File: src/rtl/stk_seq_pkg.sv
package stk_seq_pkg;
  localparam int BYTE_W  = 8;
  localparam int WORD_W  = 2 * BYTE_W;
  localparam int OP_W    = 4;
  localparam int IDX_W   = 5;
  localparam int SHORT_W = 11;
  localparam int PAGE_W  = WORD_W - SHORT_W;
  localparam int CNT_W   = 5;

  localparam logic [PAGE_W-1:0] SHORT_PAGE = 5'b00001;
  localparam logic [WORD_W-1:0] BRK_VEC    = 16'h003E;

  typedef enum logic [OP_W-1:0] {
    OP_CALL_LONG  = 4'd0,
    OP_CALL_SHORT = 4'd1,
    OP_CALL_TABLE = 4'd2,
    OP_BREAK      = 4'd3,
    OP_RET        = 4'd4,
    OP_RET_INT    = 4'd5,
    OP_RET_BRK    = 4'd6,
    OP_PUSH_PSW   = 4'd7,
    OP_PUSH_RP    = 4'd8,
    OP_POP_PSW    = 4'd9,
    OP_POP_RP     = 4'd10,
    OP_SP_IMM     = 4'd11,
    OP_SP_FROM_AX = 4'd12,
    OP_AX_FROM_SP = 4'd13,
    OP_NOP_E      = 4'd14,
    OP_NOP_F      = 4'd15
  } op_e;

  typedef enum logic [2:0] {
    DST_NONE, DST_PCL, DST_PCH, DST_PSW, DST_RPL, DST_RPH
  } dst_e;

  typedef struct packed {
    logic              en;
    logic              we;
    logic [WORD_W-1:0] addr;
    logic [BYTE_W-1:0] wdata;
    dst_e              dst;
  } acc_t;

  function automatic logic [CNT_W-1:0] op_cycles(input op_e op);
    case (op)
      OP_CALL_LONG:                  return CNT_W'(14);
      OP_CALL_SHORT:                 return CNT_W'(10);
      OP_CALL_TABLE, OP_BREAK,
      OP_RET, OP_RET_INT, OP_RET_BRK: return CNT_W'(12);
      OP_PUSH_RP, OP_POP_RP:         return CNT_W'(8);
      OP_SP_IMM:                     return CNT_W'(20);
      OP_SP_FROM_AX, OP_AX_FROM_SP:  return CNT_W'(16);
      default:                       return CNT_W'(4);
    endcase
  endfunction
endpackage

File: src/rtl/stk_cycle_ctr.sv
module stk_cycle_ctr
  import stk_seq_pkg::*;
#(
  parameter int STEP_W = CNT_W
) (
  input  logic              clk,
  input  logic              rst_n,
  input  logic              start,
  input  logic [STEP_W-1:0] ncyc,
  output logic              busy,
  output logic [STEP_W-1:0] step,
  output logic              done,
  output logic              fin
);
  logic [STEP_W-1:0] lim;

  always_ff @(posedge clk or negedge rst_n) begin
    if (!rst_n) begin
      busy <= 1'b0;
      step <= '0;
      lim  <= '0;
    end else if (start) begin
      busy <= 1'b1;
      step <= STEP_W'(1);
      lim  <= ncyc;
    end else if (busy) begin
      if (step == lim) begin
        busy <= 1'b0;
        step <= '0;
      end else begin
        step <= step + STEP_W'(1);
      end
    end
  end

  assign done = busy && (step == lim);
  assign fin  = busy && (step == lim - STEP_W'(1));

  AST_DONE_PULSE: assert property (@(posedge clk) disable iff (!rst_n)
    done |=> !done);
  AST_START_IDLE: assert property (@(posedge clk) disable iff (!rst_n)
    start |-> !busy);
endmodule

File: src/rtl/stk_step_plan.sv
module stk_step_plan
  import stk_seq_pkg::*;
#(
  parameter int STEP_W = CNT_W
) (
  input  logic              busy,
  input  op_e               op,
  input  logic [STEP_W-1:0] step,
  input  logic [WORD_W-1:0] pc,
  input  logic [WORD_W-1:0] sp,
  input  logic [BYTE_W-1:0] psw,
  input  logic [WORD_W-1:0] rp,
  input  logic [IDX_W-1:0]  idx,
  output acc_t              acc
);
  logic [WORD_W-1:0] ra;
  logic [WORD_W-1:0] tbl;

  always_comb begin
    case (op)
      OP_CALL_LONG:  ra = pc + WORD_W'(3);
      OP_CALL_SHORT: ra = pc + WORD_W'(2);
      default:       ra = pc + WORD_W'(1);
    endcase
    tbl = {{(WORD_W-IDX_W){1'b0}}, idx};
  end

  function automatic acc_t wr(input logic [WORD_W-1:0] a, input logic [BYTE_W-1:0] d);
    return '{en: 1'b1, we: 1'b1, addr: a, wdata: d, dst: DST_NONE};
  endfunction

  function automatic acc_t rd(input logic [WORD_W-1:0] a, input dst_e d);
    return '{en: 1'b1, we: 1'b0, addr: a, wdata: '0, dst: d};
  endfunction

  always_comb begin
    acc = '{en: 1'b0, we: 1'b0, addr: '0, wdata: '0, dst: DST_NONE};
    if (busy) begin
      case (op)
        OP_CALL_LONG, OP_CALL_SHORT, OP_CALL_TABLE: begin
          case (step)
            STEP_W'(1): acc = wr(sp - WORD_W'(1), ra[WORD_W-1:BYTE_W]);
            STEP_W'(2): acc = wr(sp - WORD_W'(2), ra[BYTE_W-1:0]);
            STEP_W'(3): if (op == OP_CALL_TABLE) acc = rd(tbl, DST_PCL);
            STEP_W'(4): if (op == OP_CALL_TABLE) acc = rd(tbl + WORD_W'(1), DST_PCH);
            default: ;
          endcase
        end
        OP_BREAK: begin
          case (step)
            STEP_W'(1): acc = wr(sp - WORD_W'(1), psw);
            STEP_W'(2): acc = wr(sp - WORD_W'(2), ra[WORD_W-1:BYTE_W]);
            STEP_W'(3): acc = wr(sp - WORD_W'(3), ra[BYTE_W-1:0]);
            STEP_W'(4): acc = rd(BRK_VEC, DST_PCL);
            STEP_W'(5): acc = rd(BRK_VEC + WORD_W'(1), DST_PCH);
            default: ;
          endcase
        end
        OP_RET, OP_RET_INT, OP_RET_BRK: begin
          case (step)
            STEP_W'(1): acc = rd(sp, DST_PCL);
            STEP_W'(2): acc = rd(sp + WORD_W'(1), DST_PCH);
            STEP_W'(3): if (op != OP_RET) acc = rd(sp + WORD_W'(2), DST_PSW);
            default: ;
          endcase
        end
        OP_PUSH_PSW: if (step == STEP_W'(1)) acc = wr(sp - WORD_W'(1), psw);
        OP_PUSH_RP: begin
          case (step)
            STEP_W'(1): acc = wr(sp - WORD_W'(1), rp[WORD_W-1:BYTE_W]);
            STEP_W'(2): acc = wr(sp - WORD_W'(2), rp[BYTE_W-1:0]);
            default: ;
          endcase
        end
        OP_POP_PSW: if (step == STEP_W'(1)) acc = rd(sp, DST_PSW);
        OP_POP_RP: begin
          case (step)
            STEP_W'(1): acc = rd(sp, DST_RPL);
            STEP_W'(2): acc = rd(sp + WORD_W'(1), DST_RPH);
            default: ;
          endcase
        end
        default: ;
      endcase
    end
  end
endmodule

File: src/rtl/stk_work_regs.sv
module stk_work_regs
  import stk_seq_pkg::*;
(
  input  logic               clk,
  input  logic               rst_n,
  input  logic               load,
  input  logic [WORD_W-1:0]  pc_in,
  input  logic [WORD_W-1:0]  sp_in,
  input  logic [BYTE_W-1:0]  psw_in,
  input  logic [WORD_W-1:0]  ax_in,
  input  logic [WORD_W-1:0]  rp_in,
  input  op_e                op,
  input  logic [WORD_W-1:0]  a16,
  input  logic [SHORT_W-1:0] a11,
  input  logic               ret_en,
  input  dst_e               ret_dst,
  input  logic [BYTE_W-1:0]  ret_data,
  input  logic               fin,
  output logic [WORD_W-1:0]  pc,
  output logic [WORD_W-1:0]  sp,
  output logic [BYTE_W-1:0]  psw,
  output logic [WORD_W-1:0]  ax,
  output logic [WORD_W-1:0]  rp
);
  always_ff @(posedge clk or negedge rst_n) begin
    if (!rst_n) begin
      pc  <= '0;
      sp  <= '0;
      psw <= '0;
      ax  <= '0;
      rp  <= '0;
    end else if (load) begin
      pc  <= pc_in;
      sp  <= sp_in;
      psw <= psw_in;
      ax  <= ax_in;
      rp  <= rp_in;
    end else begin
      if (ret_en) begin
        case (ret_dst)
          DST_PCL: pc[BYTE_W-1:0]      <= ret_data;
          DST_PCH: pc[WORD_W-1:BYTE_W] <= ret_data;
          DST_PSW: psw                 <= ret_data;
          DST_RPL: rp[BYTE_W-1:0]      <= ret_data;
          DST_RPH: rp[WORD_W-1:BYTE_W] <= ret_data;
          default: ;
        endcase
      end
      if (fin) begin
        case (op)
          OP_CALL_LONG: begin
            pc <= a16;
            sp <= sp - WORD_W'(2);
          end
          OP_CALL_SHORT: begin
            pc <= {SHORT_PAGE, a11};
            sp <= sp - WORD_W'(2);
          end
          OP_CALL_TABLE, OP_PUSH_RP: sp <= sp - WORD_W'(2);
          OP_BREAK:                  sp <= sp - WORD_W'(3);
          OP_RET, OP_POP_RP:         sp <= sp + WORD_W'(2);
          OP_RET_INT, OP_RET_BRK:    sp <= sp + WORD_W'(3);
          OP_PUSH_PSW:               sp <= sp - WORD_W'(1);
          OP_POP_PSW:                sp <= sp + WORD_W'(1);
          OP_SP_IMM:                 sp <= a16;
          OP_SP_FROM_AX:             sp <= ax;
          OP_AX_FROM_SP:             ax <= sp;
          default: ;
        endcase
      end
    end
  end

  AST_NO_RET_AT_FIN: assert property (@(posedge clk) disable iff (!rst_n)
    fin |-> !(ret_en && (ret_dst == DST_PCL || ret_dst == DST_PCH)));
endmodule

File: src/rtl/stk_seq.sv
module stk_seq
  import stk_seq_pkg::*;
(
  input  logic               clk,
  input  logic               rst_n,
  input  logic               req_valid,
  output logic               req_ready,
  input  logic [OP_W-1:0]    op_in,
  input  logic [WORD_W-1:0]  addr16_in,
  input  logic [SHORT_W-1:0] addr11_in,
  input  logic [IDX_W-1:0]   idx_in,
  input  logic [WORD_W-1:0]  pc_in,
  input  logic [WORD_W-1:0]  sp_in,
  input  logic [BYTE_W-1:0]  psw_in,
  input  logic [WORD_W-1:0]  ax_in,
  input  logic [WORD_W-1:0]  rp_in,
  output logic               done,
  output logic [WORD_W-1:0]  pc_out,
  output logic [WORD_W-1:0]  sp_out,
  output logic [BYTE_W-1:0]  psw_out,
  output logic [WORD_W-1:0]  ax_out,
  output logic [WORD_W-1:0]  rp_out,
  output logic               ie_clr,
  output logic               nmis_clr,
  output logic               mem_en,
  output logic               mem_we,
  output logic [WORD_W-1:0]  mem_addr,
  output logic [BYTE_W-1:0]  mem_wdata,
  input  logic [BYTE_W-1:0]  mem_rdata
);
  logic               busy, fin, accept;
  logic [CNT_W-1:0]   step;
  op_e                op_r;
  logic [WORD_W-1:0]  a16_r;
  logic [SHORT_W-1:0] a11_r;
  logic [IDX_W-1:0]   idx_r;
  acc_t               acc;
  logic               rd_pend;
  dst_e               rd_dst;

  assign req_ready = !busy;
  assign accept    = req_valid && req_ready;

  always_ff @(posedge clk or negedge rst_n) begin
    if (!rst_n) begin
      op_r  <= OP_CALL_LONG;
      a16_r <= '0;
      a11_r <= '0;
      idx_r <= '0;
    end else if (accept) begin
      op_r  <= op_e'(op_in);
      a16_r <= addr16_in;
      a11_r <= addr11_in;
      idx_r <= idx_in;
    end
  end

  stk_cycle_ctr #(.STEP_W(CNT_W)) u_ctr (
    .clk  (clk),
    .rst_n(rst_n),
    .start(accept),
    .ncyc (op_cycles(op_e'(op_in))),
    .busy (busy),
    .step (step),
    .done (done),
    .fin  (fin)
  );

  stk_step_plan #(.STEP_W(CNT_W)) u_plan (
    .busy(busy),
    .op  (op_r),
    .step(step),
    .pc  (pc_out),
    .sp  (sp_out),
    .psw (psw_out),
    .rp  (rp_out),
    .idx (idx_r),
    .acc (acc)
  );

  assign mem_en    = acc.en;
  assign mem_we    = acc.en && acc.we;
  assign mem_addr  = acc.addr;
  assign mem_wdata = acc.wdata;

  always_ff @(posedge clk or negedge rst_n) begin
    if (!rst_n) begin
      rd_pend <= 1'b0;
      rd_dst  <= DST_NONE;
    end else begin
      rd_pend <= acc.en && !acc.we;
      rd_dst  <= acc.dst;
    end
  end

  stk_work_regs u_regs (
    .clk     (clk),
    .rst_n   (rst_n),
    .load    (accept),
    .pc_in   (pc_in),
    .sp_in   (sp_in),
    .psw_in  (psw_in),
    .ax_in   (ax_in),
    .rp_in   (rp_in),
    .op      (op_r),
    .a16     (a16_r),
    .a11     (a11_r),
    .ret_en  (rd_pend),
    .ret_dst (rd_dst),
    .ret_data(mem_rdata),
    .fin     (fin),
    .pc      (pc_out),
    .sp      (sp_out),
    .psw     (psw_out),
    .ax      (ax_out),
    .rp      (rp_out)
  );

  assign ie_clr   = done && (op_r == OP_BREAK);
  assign nmis_clr = done && (op_r == OP_RET_INT);

  AST_MEM_IDLE: assert property (@(posedge clk) disable iff (!rst_n)
    req_ready |-> !mem_en);
  AST_WE_NEEDS_EN: assert property (@(posedge clk) disable iff (!rst_n)
    mem_we |-> mem_en);
  AST_HOLD_IDLE: assert property (@(posedge clk) disable iff (!rst_n)
    (req_ready && !req_valid) |=> ($stable(sp_out) && $stable(pc_out) && $stable(psw_out)));
  AST_ACCEPT_BUSY: assert property (@(posedge clk) disable iff (!rst_n)
    accept |=> !req_ready);
  AST_IE_WITH_DONE: assert property (@(posedge clk) disable iff (!rst_n)
    ie_clr |-> done);
  AST_NMIS_WITH_DONE: assert property (@(posedge clk) disable iff (!rst_n)
    nmis_clr |-> (done && !ie_clr));
  AST_RET_IN_FLIGHT: assert property (@(posedge clk) disable iff (!rst_n)
    rd_pend |-> busy);
endmodule

File: config.mk
export PLATFORM = sky130hd
export DESIGN_NAME = stk_seq
export DESIGN_NICKNAME = d
export VERILOG_FILES = /design/src/rtl/stk_seq_pkg.sv /design/src/rtl/stk_cycle_ctr.sv /design/src/rtl/stk_step_plan.sv /design/src/rtl/stk_work_regs.sv /design/src/rtl/stk_seq.sv
export SDC_FILE = /design/constraint.sdc
export NUM_CORES = 1
export LEC_CHECK = 0
export BUFFER_PORTS_ARGS = -buffer_cell sky130_fd_sc_hd__buf_2
export CAP_MARGIN = 20
export CORE_ASPECT_RATIO = 1.25
export CORE_MARGIN = 2
export CORE_UTILIZATION = 30
export DETAILED_ROUTE_END_ITERATION = 8
export PLACE_DENSITY_LB_ADDON = 0.12
export SYNTH_ARGS = -nofsm -noshare
export SYNTH_HDL_FRONTEND = slang
export SYNTH_SLANG_ARGS = --single-unit
File: constraint.sdc
create_clock -name clk -period 4.9 [get_ports clk]
set_input_delay 0.245 -clock clk [delete_from_list [all_inputs] [get_ports clk]]
set_output_delay 0.245 -clock clk [all_outputs]
set_load 0.05 [all_outputs]
==> summary.txt <==
Clock tree
  – CTS tree: built
  – CTS Buf Count: 17
  – Root Driver: clkbuf_16
  – H-Tree Depth: 4
  – Worst-case clock buffer depth: 2
  – PostCTS Resize Cnt: 0
  – Reg clk slew, reported paths: 0.07 ns
  – Sink Count: 122
  – Worst-Skew Late Latency: 0.46 ns

Timing
  – Final Worst Setup Slack: between 0.3 and 0.4 ns
  – Final Hold Viols: 0
  – Rel. slew slack: 29.5%
  – Unrepaired setup endpoints after global routing: no
  – Slew Viols, Final: 0
  – # setup viols final: 0
  – Total negative slack: 0 ns
  – Fmax: roughly 0.22 GHz
  – Fin Clk Skew: 0.0149 ns
  – Minimum clock period: 4.52 ns
  – Tcrit/Tclk final: 92.3%
  – Actual slew at the worst max-slew pin: 1.06 ns

Global routing
  – Vias in the first global route: 13,900
  – Largest net degree at the start of global routing: 78
  – Antenna violations before repair: 1
  – First-pass GRT wire length: 93,200 um
  – Total grt overflow: 0
  – All-layer global routing usage: 30.8%

Worst hold path
  – Hold path start: ax_in[7]
  – Hold Crit Endpoint: u_regs.ax[7]
  – Hold path depth: 3
  – Worst hold path type: in2reg

Logic synthesis
  – Synth area leader: dfrtp_1
  – Primary FF master, synth: dfrtp_1
  – Top cell type's share of synthesized area: 26.1%
  – Syn Area/Cell: ~7.4 um2
  – Post-synthesis async set-or-reset flop share: 100%
  – Number of flops mapped to enable cells by yosys: 0
  – Cells after synthesis: around 1,600
  – Synth unique cells: 94
  – Ranking of synthesized cells by area: dfrtp_1 26%, nand2_1 9.0%, o21ai_0 6.1%
  – Synth Warn #: 0
  – Flops & latches, synth: 122
  – Sequential area share after synthesis: between 20% and 30%
  – Post-synth net total: around 1,700
  – Mapped cell area: ~12,000 um2

Floorplan
  – Die Ht: 225 um
  – Core footprint: between 30,000 and 40,000 um2
  – Initial core utilization: 30.5%
  – IO Pins: 221
  – Die area: 40,600 um2
  – Number of cell rows: 80
  – Chip width: 181 um

Final layout
  – Area grow syn2layout: 24.9%
  – FILL cells: 4,141
  – Share of layout cells above drive strength 1: between 20% and 30%
  – Final nets: 1,941
  – Multi-input logic area: 7820 um2
  – Register area: 3050 um2

Route
  – Via count: 14,100
  – Vias/cell: between 6 and 7
  – Drt drc: 2
  – WL final: roughly 63,000 um
  – Antenna-violating nets left: 0
  – First-pass detailed-route iteration total: 8
  – Drt first-iter violations: 1,411
  – Drt wl/cell: 27.4 um

Worst setup path
  – R2r worst-path depth: 8
  – CP Class: reg2out
  – CP endpoint kind: output port
  – Critical Path Slowest Stage Cell: nor4b_1
  – Slowest Stage Delay on Critical Path: approximately 0.73 ns
  – CP Max Fanout: 10
  – CP Launch Type: register
  – Data arrival, critical path: around 4.3 ns
  – R2r setup slk: approximately 1.4 ns
  – Crit-path cells: inv_1 -> ha_1 -> nor4b_1 -> nand2_1 -> or3_1 -> a21oi_1 -> o21ai_0 -> a31oi_1 -> buf_2
  – Worst EP required: 4.66 ns
  – Reg-to-Reg Start: u_regs.sp[2]
  – R2r endpoint: u_regs.sp[15]

Power
  – Max VDD drop: 0.405 mV
  – Leakage power: 6.07 nW
  – Power Dens Cells: 822 nW/um2

Place
  – Place WS: 0.942 ns
  – Port bufs: 220
  – DP HPWL: between 40,000 and 50,000 um
  – GP Congestion: 0.996

Flow run
  – Max cap viols: 0

Status
  – Outcome: complete, but fails checks
  – Failing checks: DRC
## flip-flops by register name (all words and copies together), names as in the netlist, 8 cells and up
signal	cells
u_regs.rp	16
u_regs.pc	16
u_regs.psw	8
u_regs.ax	16
a11_r	11
a16_r	16
u_regs.sp	16
## per-layer routing
| metal | part of all wire (%) | GRT usage, % |
|---|---|---|
| met1 | 39 | 36.2 |
| met2 | 48 | 51.7 |
| met5 | 0 | 0.242 |
| met4 | 6.8 | 19.9 |
| met3 | 6.3 | 5.39 |
## per-stage QoR
step | instance area, um2 | instances | hold WS, ns | power, W | utilization, %
floorplan | 11700 | 1590 | -0.0506 | 0.00763 | -
global placement | 13300 | 2210 | 0.335 | 0.0104 | 34.6
detailed placement | 13300 | 2210 | 0.335 | 0.0104 | 34.6
CTS | 14600 | 2308 | 0.00166 | 0.0119 | 38.0
global route | 14600 | 2311 | 0.00332 | 0.0126 | 38.1
finish | 14600 | 2311 | 0.0220 | 0.0120 | 38.1
## what timing repair did
item / CTS / global route
hold buffers: 67 / 1
setup buffers: 0 / 0
hold endpoints to repair: 142 / 1
## cell type report
type	count	area share (%)
antenna	1	0.0171
clock buffer	18	3.01
sequential	122	20.9
inverter	25	0.643
tap	492	4.21
timing repair buffer	365	16.2
multi-input combinational	1275	53.5
clock inverter	13	1.48
## cell families after synthesis
logic type,after synthesis,synth area share (%)
and+or+nand+nor,622,25.9
AOI/OAI and AO/OA,528,29.7
buffers and inverters,193,7.57
DFF,122,26.1
xor gates and xnor gates,55,4.18
muxes,54,4.76
adders and majority gates,16,1.78
## synthesized netlist by cell type (all sizes together), types with 20 or more instances
cell	count
mux2i	44
nor3	49
o21ai	144
a31oi	35
buf	80
nand3	45
nand2	281
o22ai	30
nor2	108
clkbuf	88
xnor2	35
a22oi	29
a21oi	110
dfrtp	122
xor2	20
inv	23
## worst max path at each step
stage | startpoint | endpoint | slack [ns] | depth (start not counted)
4_1_cts | u_regs.sp[2] | mem_addr[15] | 0.43 | 9
5_1_grt | u_regs.sp[2] | mem_addr[15] | 0.17 | 9
3_5_place_dp | u_regs.sp[2] | mem_addr[15] | 0.94 | 9
3_3_place_gp | u_regs.sp[2] | mem_addr[15] | 0.78 | 9
6_report | u_regs.sp[2] | mem_addr[15] | 0.38 | 9
2_1_floorplan | u_regs.sp[2] | mem_addr[15] | 1.36 | 12
## layout by cell type (no fill, tap or decap), drive strengths merged, types with 17 or more instances in the layout
master and count:
buf 297, nand2 281, o21ai 144, dfrtp 122
a21oi 110, nor2 108, dlygate4sd3 68, nor3 49
nand3 45, mux2i 44, a31oi 35, xnor2 35
o22ai 30, a22oi 29, inv 25, xor2 20
a221o 19, a211oi 19, clkbuf 18, nand4 17
## critical path, delay by kind of cell (launching register included)
| family | cells | cell delay [ns] |
|---|---|---|
| buffers and inverters | 2 | 0.58 |
| AOI/OAI and AO/OA | 3 | 0.66 |
| DFF | 1 | 0.52 |
| and+or+nand+nor | 3 | 1.69 |
| adders and majority gates | 1 | 0.36 |
## report_power, final
part / internal, W / switching, W / leakage (nW) / total, W
registers: 0.00150 / 0.00101 / 1.48 / 0.00250
logic: 0.00236 / 0.00568 / 4.28 / 0.00804
clock network: 0.000917 / 0.000544 / 0.309 / 0.00146
Note: power is estimated with default switching activity, not from simulation.
